**src/rtl/dkst_pkg.sv**
```systemverilog
package dkst_pkg;

    localparam int WORD_W = 18;
    localparam int UNIT_W = 3;
    localparam int FUNC_W = 3;
    localparam int MAX_DRIVES = 8;

    typedef logic [WORD_W-1:0] word_t;

    // Word A field positions
    localparam int A_UNIT_LSB  = 15;
    localparam int A_FUNC_LSB  = 12;
    localparam int A_IE_DONE   = 11;
    localparam int A_IE_ATTN   = 10;
    localparam int A_GO        = 9;
    localparam int A_WLK_ERR   = 8;
    localparam int A_NX_CYL    = 7;
    localparam int A_NX_SURF   = 6;
    localparam int A_NX_SECT   = 5;
    localparam int A_HDR_MISS  = 4;
    localparam int A_SEL_WLK   = 3;
    localparam int A_SEL_SKINC = 2;
    localparam int A_DONE      = 1;
    localparam int A_ERR       = 0;

    // Word B field positions
    localparam int B_ATTN_MSB  = 17;
    localparam int B_ATTN_LSB  = 10;
    localparam int B_UNSAFE    = 9;
    localparam int B_PROG      = 8;
    localparam int B_EOP       = 7;
    localparam int B_TIMING    = 6;
    localparam int B_FORMAT    = 5;
    localparam int B_WCHK      = 4;
    localparam int B_WPAR      = 3;
    localparam int B_LPAR      = 2;
    localparam int B_SEEKING   = 1;
    localparam int B_NRDY      = 0;

    // Group masks for word A
    localparam word_t A_CTL_MASK   = 18'h3FE00;  // 17..9
    localparam word_t A_EVENT_MASK = 18'h001F2;  // 8..4, 1
    localparam word_t A_DYN_MASK   = 18'h0000D;  // 3, 2 and summary 0
    localparam word_t A_ERRSRC     = 18'h001F4;  // 8..4, 2
    localparam word_t A_CLR_MASK   = 18'h00012;  // 4, 1

    // Group masks for word B
    localparam word_t B_EVENT_MASK = 18'h3FFFC;  // 17..2
    localparam word_t B_DYN_MASK   = 18'h00203;  // 9, 1, 0
    localparam word_t B_ERRSRC     = 18'h003FC;  // 9..2
    localparam word_t B_CLR_MASK   = 18'h001FC;  // 8..2
    localparam word_t B_ATTN_MASK  = 18'h3FC00;  // 17..10

    // Snapshot of one drive as seen by the status logic
    typedef struct packed {
        logic attached;
        logic wprot;
        logic active;
        logic seek;
        logic cyl_over;
    } drv_view_t;

    localparam drv_view_t DRV_ABSENT = '{attached: 1'b0, wprot: 1'b0,
                                         active: 1'b0, seek: 1'b0,
                                         cyl_over: 1'b0};

    function automatic logic [UNIT_W-1:0] unit_of(input word_t a);
        return a[A_UNIT_LSB +: UNIT_W];
    endfunction

    function automatic word_t bit_of(input int pos);
        word_t w;
        w = '0;
        w[pos] = 1'b1;
        return w;
    endfunction

endpackage

```
**src/rtl/dkst_stage.sv**
```systemverilog
// First half of an update: clear-status, control load, removal of the
// rebuilt bits and merging of the event pulses.
module dkst_stage
    import dkst_pkg::*;
(
    input  word_t cur_a,
    input  word_t cur_b,
    input  logic  ctl_wr,
    input  word_t ctl_data,
    input  logic  clr_stat,
    input  word_t ev_a,
    input  word_t ev_b,
    output word_t base_a,
    output word_t base_b
);

    word_t a_clr, b_clr, a_ctl;

    always_comb begin
        a_clr = clr_stat ? (cur_a & ~A_CLR_MASK) : cur_a;
        b_clr = clr_stat ? (cur_b & ~B_CLR_MASK) : cur_b;

        if (ctl_wr)
            a_ctl = (a_clr & ~A_CTL_MASK) | (ctl_data & A_CTL_MASK);
        else
            a_ctl = a_clr;

        base_a = (a_ctl & ~A_DYN_MASK) | (ev_a & A_EVENT_MASK);
        base_b = (b_clr & ~B_DYN_MASK) | (ev_b & B_EVENT_MASK);
    end

endmodule

```
**src/rtl/dkst_unit_mux.sv**
```systemverilog
// Builds a view of every drive and picks the one named by the unit field.
module dkst_unit_mux
    import dkst_pkg::*;
#(
    parameter int NUM_DRIVES = 8,
    parameter int CYL_W      = 8,
    parameter int CYL_LIMIT  = 203
) (
    input  logic [NUM_DRIVES-1:0]       drv_attached,
    input  logic [NUM_DRIVES-1:0]       drv_wprot,
    input  logic [NUM_DRIVES-1:0]       drv_active,
    input  logic [NUM_DRIVES-1:0]       drv_seek,
    input  logic [NUM_DRIVES*CYL_W-1:0] drv_cyl,
    input  logic [UNIT_W-1:0]           unit_sel,
    output drv_view_t                   sel_view
);

    drv_view_t views [NUM_DRIVES];

    for (genvar g = 0; g < NUM_DRIVES; g++) begin : g_drv
        logic over;
        assign over = int'(drv_cyl[g*CYL_W +: CYL_W]) >= CYL_LIMIT;
        assign views[g] = '{attached: drv_attached[g],
                            wprot:    drv_wprot[g],
                            active:   drv_active[g],
                            seek:     drv_seek[g],
                            cyl_over: over};
    end

    // A unit number with no drive behind it reads as a detached drive.
    always_comb begin
        sel_view = DRV_ABSENT;
        for (int i = 0; i < NUM_DRIVES; i++) begin
            if (unit_sel == UNIT_W'(i))
                sel_view = views[i];
        end
    end

endmodule

```
**src/rtl/dkst_dyn.sv**
```systemverilog
// Second half of an update: rebuilt selected-drive flags and error summary.
module dkst_dyn
    import dkst_pkg::*;
(
    input  word_t     base_a,
    input  word_t     base_b,
    input  drv_view_t sel_view,
    output word_t     next_a,
    output word_t     next_b
);

    word_t a_dyn, b_dyn;
    logic  any_err;

    always_comb begin
        a_dyn = base_a;
        b_dyn = base_b;

        if (sel_view.wprot)
            a_dyn[A_SEL_WLK] = 1'b1;

        if (!sel_view.attached) begin
            b_dyn[B_UNSAFE] = 1'b1;
            b_dyn[B_NRDY]   = 1'b1;
        end else if (sel_view.active) begin
            if (sel_view.seek) begin
                b_dyn[B_SEEKING] = 1'b1;
                b_dyn[B_NRDY]    = 1'b1;
            end
        end else if (sel_view.cyl_over) begin
            a_dyn[A_SEL_SKINC] = 1'b1;
        end

        any_err = (|(a_dyn & A_ERRSRC)) | (|(b_dyn & B_ERRSRC));

        next_a        = a_dyn;
        next_a[A_ERR] = any_err;
        next_b        = b_dyn;
    end

endmodule

```
**src/rtl/dkst_irq_gen.sv**
```systemverilog
// Interrupt request and I/O summary formed from an updated pair of words.
module dkst_irq_gen
    import dkst_pkg::*;
(
    input  logic       done,
    input  logic       err,
    input  logic       ie_done,
    input  logic       ie_attn,
    input  logic [7:0] attn,
    output logic       irq_req,
    output logic       summary
);

    logic fin, any_attn;

    always_comb begin
        fin      = done | err;
        any_attn = |attn;
        irq_req  = (fin & ie_done) | (any_attn & ie_attn);
        summary  = fin | any_attn;
    end

endmodule

```
**src/rtl/dkst_status_core.sv**
```systemverilog
module dkst_status_core
    import dkst_pkg::*;
#(
    parameter int NUM_DRIVES = 8,
    parameter int CYL_W      = 8,
    parameter int CYL_LIMIT  = 203
) (
    input  logic                        clk,
    input  logic                        rst,
    input  logic                        ctl_wr,
    input  logic [WORD_W-1:0]           ctl_data,
    input  logic                        clr_stat,
    input  logic [WORD_W-1:0]           ev_a,
    input  logic [WORD_W-1:0]           ev_b,
    input  logic [NUM_DRIVES-1:0]       drv_attached,
    input  logic [NUM_DRIVES-1:0]       drv_wprot,
    input  logic [NUM_DRIVES-1:0]       drv_active,
    input  logic [NUM_DRIVES-1:0]       drv_seek,
    input  logic [NUM_DRIVES*CYL_W-1:0] drv_cyl,
    output logic [WORD_W-1:0]           stat_a,
    output logic [WORD_W-1:0]           stat_b,
    output logic                        irq,
    output logic                        io_summary
);

    word_t     reg_a, reg_b;
    word_t     base_a, base_b;
    word_t     next_a, next_b;
    drv_view_t sel_view;
    logic      irq_next, sum_next;
    logic      irq_q, sum_q;

    dkst_stage i_stage (
        .cur_a    (reg_a),
        .cur_b    (reg_b),
        .ctl_wr   (ctl_wr),
        .ctl_data (ctl_data),
        .clr_stat (clr_stat),
        .ev_a     (ev_a),
        .ev_b     (ev_b),
        .base_a   (base_a),
        .base_b   (base_b)
    );

    // The unit that is selected after this update supplies the drive flags.
    dkst_unit_mux #(
        .NUM_DRIVES (NUM_DRIVES),
        .CYL_W      (CYL_W),
        .CYL_LIMIT  (CYL_LIMIT)
    ) i_unit_mux (
        .drv_attached (drv_attached),
        .drv_wprot    (drv_wprot),
        .drv_active   (drv_active),
        .drv_seek     (drv_seek),
        .drv_cyl      (drv_cyl),
        .unit_sel     (unit_of(base_a)),
        .sel_view     (sel_view)
    );

    dkst_dyn i_dyn (
        .base_a   (base_a),
        .base_b   (base_b),
        .sel_view (sel_view),
        .next_a   (next_a),
        .next_b   (next_b)
    );

    dkst_irq_gen i_irq_gen (
        .done    (next_a[A_DONE]),
        .err     (next_a[A_ERR]),
        .ie_done (next_a[A_IE_DONE]),
        .ie_attn (next_a[A_IE_ATTN]),
        .attn    (next_b[B_ATTN_MSB:B_ATTN_LSB]),
        .irq_req (irq_next),
        .summary (sum_next)
    );

    always_ff @(posedge clk) begin
        if (rst) begin
            reg_a <= '0;
            reg_b <= '0;
            irq_q <= 1'b0;
            sum_q <= 1'b0;
        end else begin
            reg_a <= next_a;
            reg_b <= next_b;
            irq_q <= irq_next;
            sum_q <= sum_next;
        end
    end

    assign stat_a     = reg_a;
    assign stat_b     = reg_b;
    assign irq        = irq_q;
    assign io_summary = sum_q;

endmodule

```
**config.mk**
```make
export PLATFORM = sky130hd
export DESIGN_NAME = dkst_status_core
export DESIGN_NICKNAME = d
export VERILOG_FILES = /design/src/rtl/dkst_pkg.sv /design/src/rtl/dkst_stage.sv /design/src/rtl/dkst_unit_mux.sv /design/src/rtl/dkst_dyn.sv /design/src/rtl/dkst_irq_gen.sv /design/src/rtl/dkst_status_core.sv
export SDC_FILE = /design/constraint.sdc
export NUM_CORES = 1
export LEC_CHECK = 0
export ABC_AREA = 1
export BUFFER_PORTS_ARGS = -buffer_cell sky130_fd_sc_hd__clkbuf_2
export CAP_MARGIN = 20
export CORE_MARGIN = 5
export CORE_UTILIZATION = 42
export DETAILED_ROUTE_END_ITERATION = 7
export PLACE_DENSITY = 0.85
export REMOVE_ABC_BUFFERS = 1
export SLEW_MARGIN = 0
export SYNTH_ARGS = -nofsm -noshare
export SYNTH_HDL_FRONTEND = slang
export SYNTH_HIERARCHICAL = 1
export SYNTH_SLANG_ARGS = --single-unit
```
**constraint.sdc**
```tcl
create_clock -name clk -period 3.42 [get_ports clk]
set_input_delay 0.342 -clock clk [delete_from_list [all_inputs] [get_ports clk]]
set_output_delay 0.342 -clock clk [all_outputs]
set_load 0.05 [all_outputs]
```
==> qor.yml, run 1 <==
run_status:
  status: "finished, final reports clean"
setup_path:
  crit_arrival_ps: 2560
  rr_startpoint: "stat_a[15]"
  crit_path_max_fanout: 10
  cp-end-kind: "flop"
  crit_type: "input port to flop"
  cp-startpoint: "ctl_wr"
  reg2reg_to: "irq"
  rr_worst_depth: 13
  cpMaxStageDelayCell: "nor3_1"
  slowest_delay_ps: 560
  worst_setup_path_start_kind: "input port"
  r2r_slack_ps: 1070
  cpMostUsedCell: "nand2_1"
  worstPathRequired_ps: 3560
  crit_path_cell_trace: "clkbuf_2 -> inv_8 -> nand2_1 -> nand2_1 -> inv_2 -> nor3_1 -> nand2_1 -> nand4_1 -> nand2_1 -> nor2_1 -> nand3_1 -> o21ai_0 -> nand2_1 -> inv_1 -> nor2_1"
drt:
  vias: 2528
  drtAntennaViolNets: 0
  dr.pass1.iters: 4
  routed_wl_um: 6110
  drt_iter0_markers: 34
  avgViaCountPerCell: 4.28
  drc: 0
  routedWlPerCell_um: 10.3
final_layout:
  layout_common_cells: "clkbuf_2, nand2_1, nor2_1"
  final_common_cell: "clkbuf_2"
  fin_nets: 672
  final_layout_size_suffix_gt1_share_pct: 36.2
  fillers: 553
  ff_latch_area_um2: 761
  syn2layout_area_growth_pct: 30.5
  n_antenna_cell: 0
  multi_input_comb_area_um2: 1000
  design_area_mm2: 0.00305
synthesis:
  ys_warn_count: 6
  syn_inst: 381
  synth.cell_area_mm2: 0.00234
  avgSynthCellArea_um2: 6.14
sta:
  worstMarginPinSlew_ps: 747
  finalSetupViolations: 0
  skew_ps: 4.08
  tns_ps: 0
  period_needed_ps: 2420
  hold_viol_final: 0
  fmax_mhz: 414
  drv_slew: 0
  fin_crit_sh_pct: 70.7
  rsz0062_at_grt: "no"
  slew_headroom_pct: 50.2
die:
  fp.dieH_um: 84.6
  core-area_mm2: 0.00547
  fp.dieW_um: 84.6
  die_area_mm2: 0.00716
  num_io_pins: 192
  start_util_pct: 42.8
  rows: 27
min_path:
  min_path_cells: 5
  hold_class: "input port to flop"
  whs_endpoint: "stat_a[13]"
  min_from: "ctl_data[13]"
clock_network:
  cts-hold-fix-buffers: 0
  cts_max_path_buffers: 2
  cts-resized-gates: 0
  cts_tree: "yes"
  cts_max_level: 2
  clk-insertion-delay-late_ps: 280
  cts_root_buf: "clkbuf_8"
  cts_made_buffers: 5
  clock-sinks: 38
  clk_pin_slew_ps: 70
  cts_setup_buffers: 0
global_route:
  grt_use_total_pct: 17.0
  grt_antenna_before_repair: 0
  grt-ovfl-total: 0
  grt_pass1_wl_um: 10200
  grt_pass1_vias: 2488
  grt_max_degree: 39
place:
  dp_hpwl_um: 5420
  dpl_cell_area_mm2: 0.00296
  io_buffers: 168
  gp_congestion: 0.813
flow_run:
  max_cap_violations: 0
power:
  total_leakage_power_nw: 1.94
  irDropWorstVdd_mv: 0.189
  power_density_mw_per_mm2: 369
-- worst max-delay path, delay by kind of cell --
family / cells / cell delay [ps]
AND/OR/NAND/NOR: 10 / 1550
buffers and inverters: 4 / 460
AO/OA/AOI/OAI: 1 / 180
-- state kept, by name, summed over array words and instances, names as in the netlist --
signal      cells
stat_a         18
stat_b         18
irq             1
io_summary      1
-- power by group --
| part | switching, mW | internal, mW | leakage (nW) |
|---|---|---|---|
| Sequential | 0.0126 | 0.473 | 0.317 |
| Combinational | 0.223 | 0.118 | 1.58 |
| Clock | 0.137 | 0.162 | 0.0482 |
-- layer usage --
layer / up-vias / global-route usage, % / share of wire [%]
met2: 109 / 33.3 / 53
met5: - / 0 / 0
li1: 1361 / - / -
met4: 0 / 5.47 / 1.2
met1: 1052 / 17.1 / 36
met3: 6 / 4.51 / 9.6
-- stage by stage --
| stage | util (%) | cells | hold WS [ps] | total power [mW] | worst slack, ps |
|---|---|---|---|---|---|
| floorplan | - | 343 | 413 | 0.706 | 1210 |
| global placement | 54.1 | 583 | 503 | 0.832 | 743 |
| detailed placement | 54.1 | 583 | 513 | 0.840 | 681 |
| CTS | 55.8 | 591 | 335 | 1.14 | 979 |
| global route | 55.8 | 591 | 357 | 1.20 | 561 |
| finish | 55.8 | 591 | 346 | 1.13 | 1000 |
-- worst max-delay path by stage --
stage / to / slack (ps) / cells past startpoint
after floorplan: irq / 1210 / 15
after CTS: irq / 980 / 15
after global routing: irq / 560 / 17
after global placement: irq / 740 / 15
after detailed placement: irq / 680 / 15
final: irq / 1000 / 15
-- area by class of cell --
cell class                      instances  share of cell area, %
Inverter                               70                   8.85
Multi-Input combinational cell        235                   32.7
Clock inverter                          1                  0.164
Tap cell                               72                   2.95
Timing Repair Buffer                  168                   27.5
Clock buffer                            7                   2.83
Sequential cell                        38                   24.9
(Power assumes the default switching activity.)
==> inputs of run 2 (changes only) <==
Settings changed: CORE_UTILIZATION 42 to 39, PLACE_DENSITY 0.85 to 0.8.
Clock period 3.42 ns to 2.4 ns, I/O delays scaled along.
==> qor.yml, run 2 (synthesis gave the netlist of run 1 again) <==
place:
  dp_hpwl_um: 5530  # +2.1%
  dpl_cell_area_mm2: 0.00301  # +1.6%
  gp_congestion: 0.808  # -0.59%
  io_buffers: 168  # unchanged
flow_run:
  max_cap_violations: 0  # unchanged
min_path:
  hold_class: "input port to flop"
clock_network:
  clk_pin_slew_ps: 80  # about the same
  cts_root_buf: "clkbuf_8"
  clk-insertion-delay-late_ps: 290  # about the same
  cts_max_path_buffers: 2  # unchanged
  cts_setup_buffers: 0  # unchanged
  cts_made_buffers: 5  # unchanged
  cts_max_level: 2  # unchanged
  cts_tree: "yes"
  clock-sinks: 38  # unchanged
final_layout:
  fillers: 572  # +3.4%
  syn2layout_area_growth_pct: 34.8
  n_antenna_cell: 0  # unchanged
  multi_input_comb_area_mm2: 0.00100  # +0.50%
  design_area_mm2: 0.00315  # +3.3%
  final_layout_size_suffix_gt1_share_pct: 37.5  # +1.3 points
  fin_nets: 678  # +0.89%
  layout_common_cells: "clkbuf_2, nand2_1, nor2_1"
  ff_latch_area_um2: 761  # unchanged
  final_common_cell: "clkbuf_2"
die:
  num_io_pins: 192  # unchanged
  rows: 28  # +3.7%
  fp.dieW_um: 87.5  # +3.3%
  die_area_mm2: 0.00765  # +6.8%
  fp.dieH_um: 87.5  # +3.3%
  start_util_pct: 39.8  # -3.0 points
  core-area_mm2: 0.00589  # +7.5%
global_route:
  grt_pass1_vias: 2575  # +3.5%
  grt_pass1_wl_um: 10600  # +4.5%
  grt_max_degree: 39  # unchanged
  grt_antenna_before_repair: 0  # unchanged
  grt-ovfl-total: 0  # unchanged
  grt_use_total_pct: 17.3  # +0.36 points
sta:
  tns_ps: 0  # unchanged
  drv_slew: 0  # unchanged
  finalSetupViolations: 0  # unchanged
  worstMarginPinSlew_ps: 759  # +11.8 ps
  rsz0062_at_grt: "no"
  hold_viol_final: 0  # unchanged
  fmax_mhz: 477
  period_needed_ps: 2100
  skew_ps: 8.80  # +4.72 ps
  fin_crit_sh_pct: 87.4
  slew_headroom_pct: 49.4  # -0.79 points
setup_path:
  crit_path_cell_trace: "nand2_1 -> nand2_2 -> inv_2 -> nand3_1 -> inv_1 -> nand2_1 -> nand4_1 -> a21oi_1 -> nand4_1 -> nand3_1 -> nand2_2 -> inv_2 -> nand3_1 -> o21ai_0 -> nand2_1 -> inv_1 -> nor2_1"
  path_buf_inv: 4  # unchanged
  r2r_slack_ps: 300  # -770 ps
  cp-end-kind: "flop"
  crit_arrival_ps: 2250  # -310 ps
  cp_num_cells: 17  # +2
  slowest_delay_ps: 340  # -220 ps
  rr_worst_depth: 17  # +4
  reg2reg_to: "irq"
  crit_path_max_fanout: 6  # -4
  rr_startpoint: "stat_a[15]"
  crit_type: "flop to flop"
  worst_setup_path_start_kind: "flop"
  path_delay_family: "simple AND/OR/NAND/NOR gates"
  cpMaxStageDelayCell: "dfxtp_1"
  cp-startpoint: "stat_a[15]"
  crit_path_end: "irq"
  worstPathRequired_ps: 2550  # -1010 ps
power:
  total_leakage_power_nw: 1.99  # +2.6%
  irDropWorstVdd_mv: 0.495  # +160%
  power_density_mw_per_mm2: 582  # +58%
drt:
  drtAntennaViolNets: 0  # unchanged
  drt_iter0_markers: 56  # +65%
  routedWlPerCell_um: 10.7  # +3.3%
  avgViaCountPerCell: 4.23  # -1.0%
  drc: 0  # unchanged
  vias: 2540  # +0.47%
  dr.pass1.iters: 4  # unchanged
  routed_wl_um: 6400  # +4.9%
run_status:
  status: "finished, final reports clean"
run 2: cell count changes in the layout (fill, tap and decap cells not counted):
cell,previous run,this run
buf_4,0,6
bufinv_16,0,2
nand2_1,111,109
nand2_2,1,3
clkbuf_1,1,0
clkbuf_8,6,5
clkinv_2,1,0
clkinv_4,0,1
run 2: per-stage QoR:
stage	power, mW	worst slack, ps	instances	utilization [%]	hold slack [ps]
after global placement	1.19	140	592	51.1	502
after floorplan	1.01	194	343	-	311
final	1.84	303	600	53.6	247
after CTS	1.87	202	600	53.5	233
after detailed placement	1.20	66.1	592	51.1	513
after global routing	1.95	24.1	600	53.6	236
run 2: worst min-delay path by stage:
stage                           start          to  slack, ps  cells after the start
after floorplan                   rst  stat_a[12]        310                      1
after global placement     stat_a[14]  stat_a[14]        500                      4
after detailed placement   stat_a[13]  stat_a[13]        510                      4
after CTS                 ctl_data[9]   stat_a[9]        230                      5
after global routing          ev_b[7]   stat_b[7]        240                      5
final                     ctl_data[9]   stat_a[9]        250                      5
run 2: power by group:
part           internal (mW)  switching, mW  leakage, nW
logic                  0.176          0.320         1.61
clock network          0.417          0.232       0.0683
registers              0.673         0.0187        0.317
total                   1.27          0.571         1.99
run 2: final cells by class:
type                       instances  share of cell area (%)
clock buffer                       5                    2.18
clock inverter                     3                    2.18
inverter                          70                    8.57
multi-input combinational        235                    31.9
sequential                        38                    24.1
tap                               75                    2.98
timing repair buffer             174                    28.1
run 2: what timing repair did:
action	in CTS	in global routing
endpoints found under the setup margin	0	2
resized for setup	0	2
hold buffers	0	0
hold endpoints to repair	0	0
run 2: worst min-delay path: stages:
cell and delay, ps:
clkbuf_2 80, nand2_1 50, nand2_1 50, inv_1 50, nor2_1 30
run 2: layer usage:
metal | GRT usage (%) | vias to the layer above | wire length [um]
met1 | 19.0 | 1088 | 2520
met3 | 5.39 | 4 | 542
met2 | 32.2 | 81 | 3310
met4 | 4.04 | 0 | 36
met5 | 0 | - | 0
li1 | - | 1367 | -
==> inputs of run 3 (changes only) <==
Settings changed: ABC_AREA 1 to 0, CORE_UTILIZATION 39 to 43, GPL_TIMING_DRIVEN set to 0, PLACE_DENSITY 0.8 to 0.86.
Clock period 2.4 ns to 2.6 ns, I/O delays scaled along.
==> qor.yml, run 3 <==
clock_network:
  cts_tree: "yes"
  cts_made_buffers: 5  # unchanged
  cts_max_path_buffers: 2  # unchanged
  cts_max_level: 2  # unchanged
  cts_root_buf: "clkbuf_8"
  clk_pin_slew_ps: 70  # about the same
  clock-sinks: 38  # unchanged
  clk-insertion-delay-late_ps: 280  # about the same
final_layout:
  multi_input_comb_area_mm2: 0.00131  # +30%
  n_antenna_cell: 0  # unchanged
  fin_nets: 541  # -20%
  syn2layout_area_growth_pct: 33.4
  ff_latch_area_um2: 762  # +0.16%
  design_area_mm2: 0.00323  # +2.3%
  final_common_cell: "clkbuf_2"
  final_layout_size_suffix_gt1_share_pct: 61.9  # +24 points
  layout_common_cells: "clkbuf_2, dfxtp_1, nor2b_4"
  fillers: 492  # -14%
  utilization_pct: 59.0  # +5.4 points
  final_cells: 460  # -23%
drt:
  drc: 0  # unchanged
  dr.pass1.iters: 4  # unchanged
  avgViaCountPerCell: 4.75  # +12%
  routedWlPerCell_um: 13.9  # +30%
  drt_iter0_markers: 61  # +8.9%
  drtAntennaViolNets: 0  # unchanged
  routed_wl_um: 6400  # about the same
  vias: 2183  # -14%
sta:
  finalSetupViolations: 2  # +2
  slew_headroom_pct: 52.8  # +3.4 points
  finalWorstSetupSlack_ps: -298  # -601 ps
  drv_slew: 0  # unchanged
  rsz0062_at_grt: "yes"
  fin_crit_sh_pct: 111  # +24 points
  worstMarginPinSlew_ps: 708  # -51.6 ps
  tns_ps: -571  # -571 ps
  fmax_mhz: 345  # -28%
  hold_viol_final: 0  # unchanged
  timing.hold.ws_ps: 288  # +40.9 ps
  skew_ps: 4.90  # -3.90 ps
  period_needed_ps: 2900  # +801 ps
min_path:
  min_from: "ev_b[4]"
  hold_class: "input port to flop"
die:
  core-area_mm2: 0.00547  # -7.0%
  fp.dieW_um: 85.0  # -2.8%
  rows: 27  # -3.6%
  start_util_pct: 44.2  # +4.4 points
  num_io_pins: 192  # unchanged
  die_area_mm2: 0.00722  # -5.5%
  fp.dieH_um: 85.0  # -2.8%
power:
  power_density_mw_per_mm2: 492  # -15%
  irDropWorstVdd_mv: 0.277  # -44%
  total_leakage_power_nw: 1.75  # -12%
  total_power_mw: 1.59  # -13%
place:
  dp_hpwl_um: 5360  # -3.1%
  io_buffers: 168  # unchanged
  dpl_cell_area_mm2: 0.00302  # +0.25%
  placed_cells: 441  # -26%
  gp_congestion: 0.948  # +17%
  dp_worst_setup_slack_ps: -943  # -1010 ps
setup_path:
  worst_setup_path_start_kind: "flop"
  crit_arrival_ps: 3080  # +830 ps
  worstPathRequired_ps: 2780  # +230 ps
  cp-startpoint: "stat_a[17]"
  crit_path_cell_trace: "mux2_4 -> and2b_2 -> a22o_1 -> nand2_1 -> o221ai_2 -> a22o_1 -> a31o_4 -> or4_4 -> or2_4 -> a22o_2 -> and2b_1"
  rr_startpoint: "stat_a[17]"
  crit_type: "flop to flop"
  path_buf_inv: 0  # -4
  path_delay_family: "simple AND/OR/NAND/NOR gates"
  cpMaxStageDelayCell: "or4_4"
  cpMostUsedCell: "a22o_1"
  cp-end-kind: "flop"
  crit_path_max_fanout: 6  # unchanged
  slowest_delay_ps: 420  # +80 ps
global_route:
  grt_pass1_vias: 2287  # -11%
  grt-ovfl-total: 0  # unchanged
  grt_use_total_pct: 17.6  # +0.25 points
  grt_antenna_before_repair: 0  # unchanged
  grt_pass1_wl_um: 10400  # -2.1%
  grt_max_degree: 26  # -33%
run_status:
  violations: "setup timing"
  status: "complete, but fails checks"
synthesis:
  ys_warn_count: 6  # unchanged
  synth.cell_area_mm2: 0.00242  # +3.4%
  syn_inst: 242  # -36%
  avgSynthCellArea_um2: 9.99  # +63%
flow_run:
  max_cap_violations: 0  # unchanged
## run 3: power breakdown
| group | internal, mW | leakage, nW | switching, mW | total [mW] |
|---|---|---|---|---|
| Clock | 0.213 | 0.0472 | 0.194 | 0.407 |
| Sequential | 0.623 | 0.318 | 0.0168 | 0.640 |
| Combinational | 0.242 | 1.38 | 0.300 | 0.542 |
| Total | 1.08 | 1.75 | 0.512 | 1.59 |
## run 3: cell type report
cell class / count / share of cell area (%)
multi-input combinational: 156 / 40.5
timing repair buffer: 180 / 29.5
sequential: 38 / 23.6
tap: 72 / 2.79
clock buffer: 6 / 2.56
inverter: 6 / 0.698
clock inverter: 2 / 0.388
## run 3: final timing paths
kind / cells past startpoint / end / slack (ps)
setup / recovery: 11 / irq / -300
hold reg to reg: 2 / stat_b[14] / 580
setup reg to reg: 11 / irq / -300
hold / removal: 3 / stat_b[4] / 290
## run 3: metal layers
| metal | vias to the layer above | GRT usage [%] | wire, um |
|---|---|---|---|
| met5 | - | 0 | 0 |
| met4 | 0 | 3.31 | 30 |
| met3 | 2 | 5.24 | 478 |
| met2 | 76 | 31.2 | 3360 |
| met1 | 1009 | 21.0 | 2530 |
| li1 | 1096 | - | - |
## run 3: what timing repair did
item,CTS,global route
endpoints found under the setup margin,3,2
pin swaps,8,1
buffers inserted,11,0
resized for setup,7,2
hold buffers,0,0
## run 3: tightest hold or removal path: cells and delay by family
family	cells	cell delay (ps)
AO/OA/AOI/OAI	1	80
buffers and inverters	1	70
AND/OR/NAND/NOR	1	110
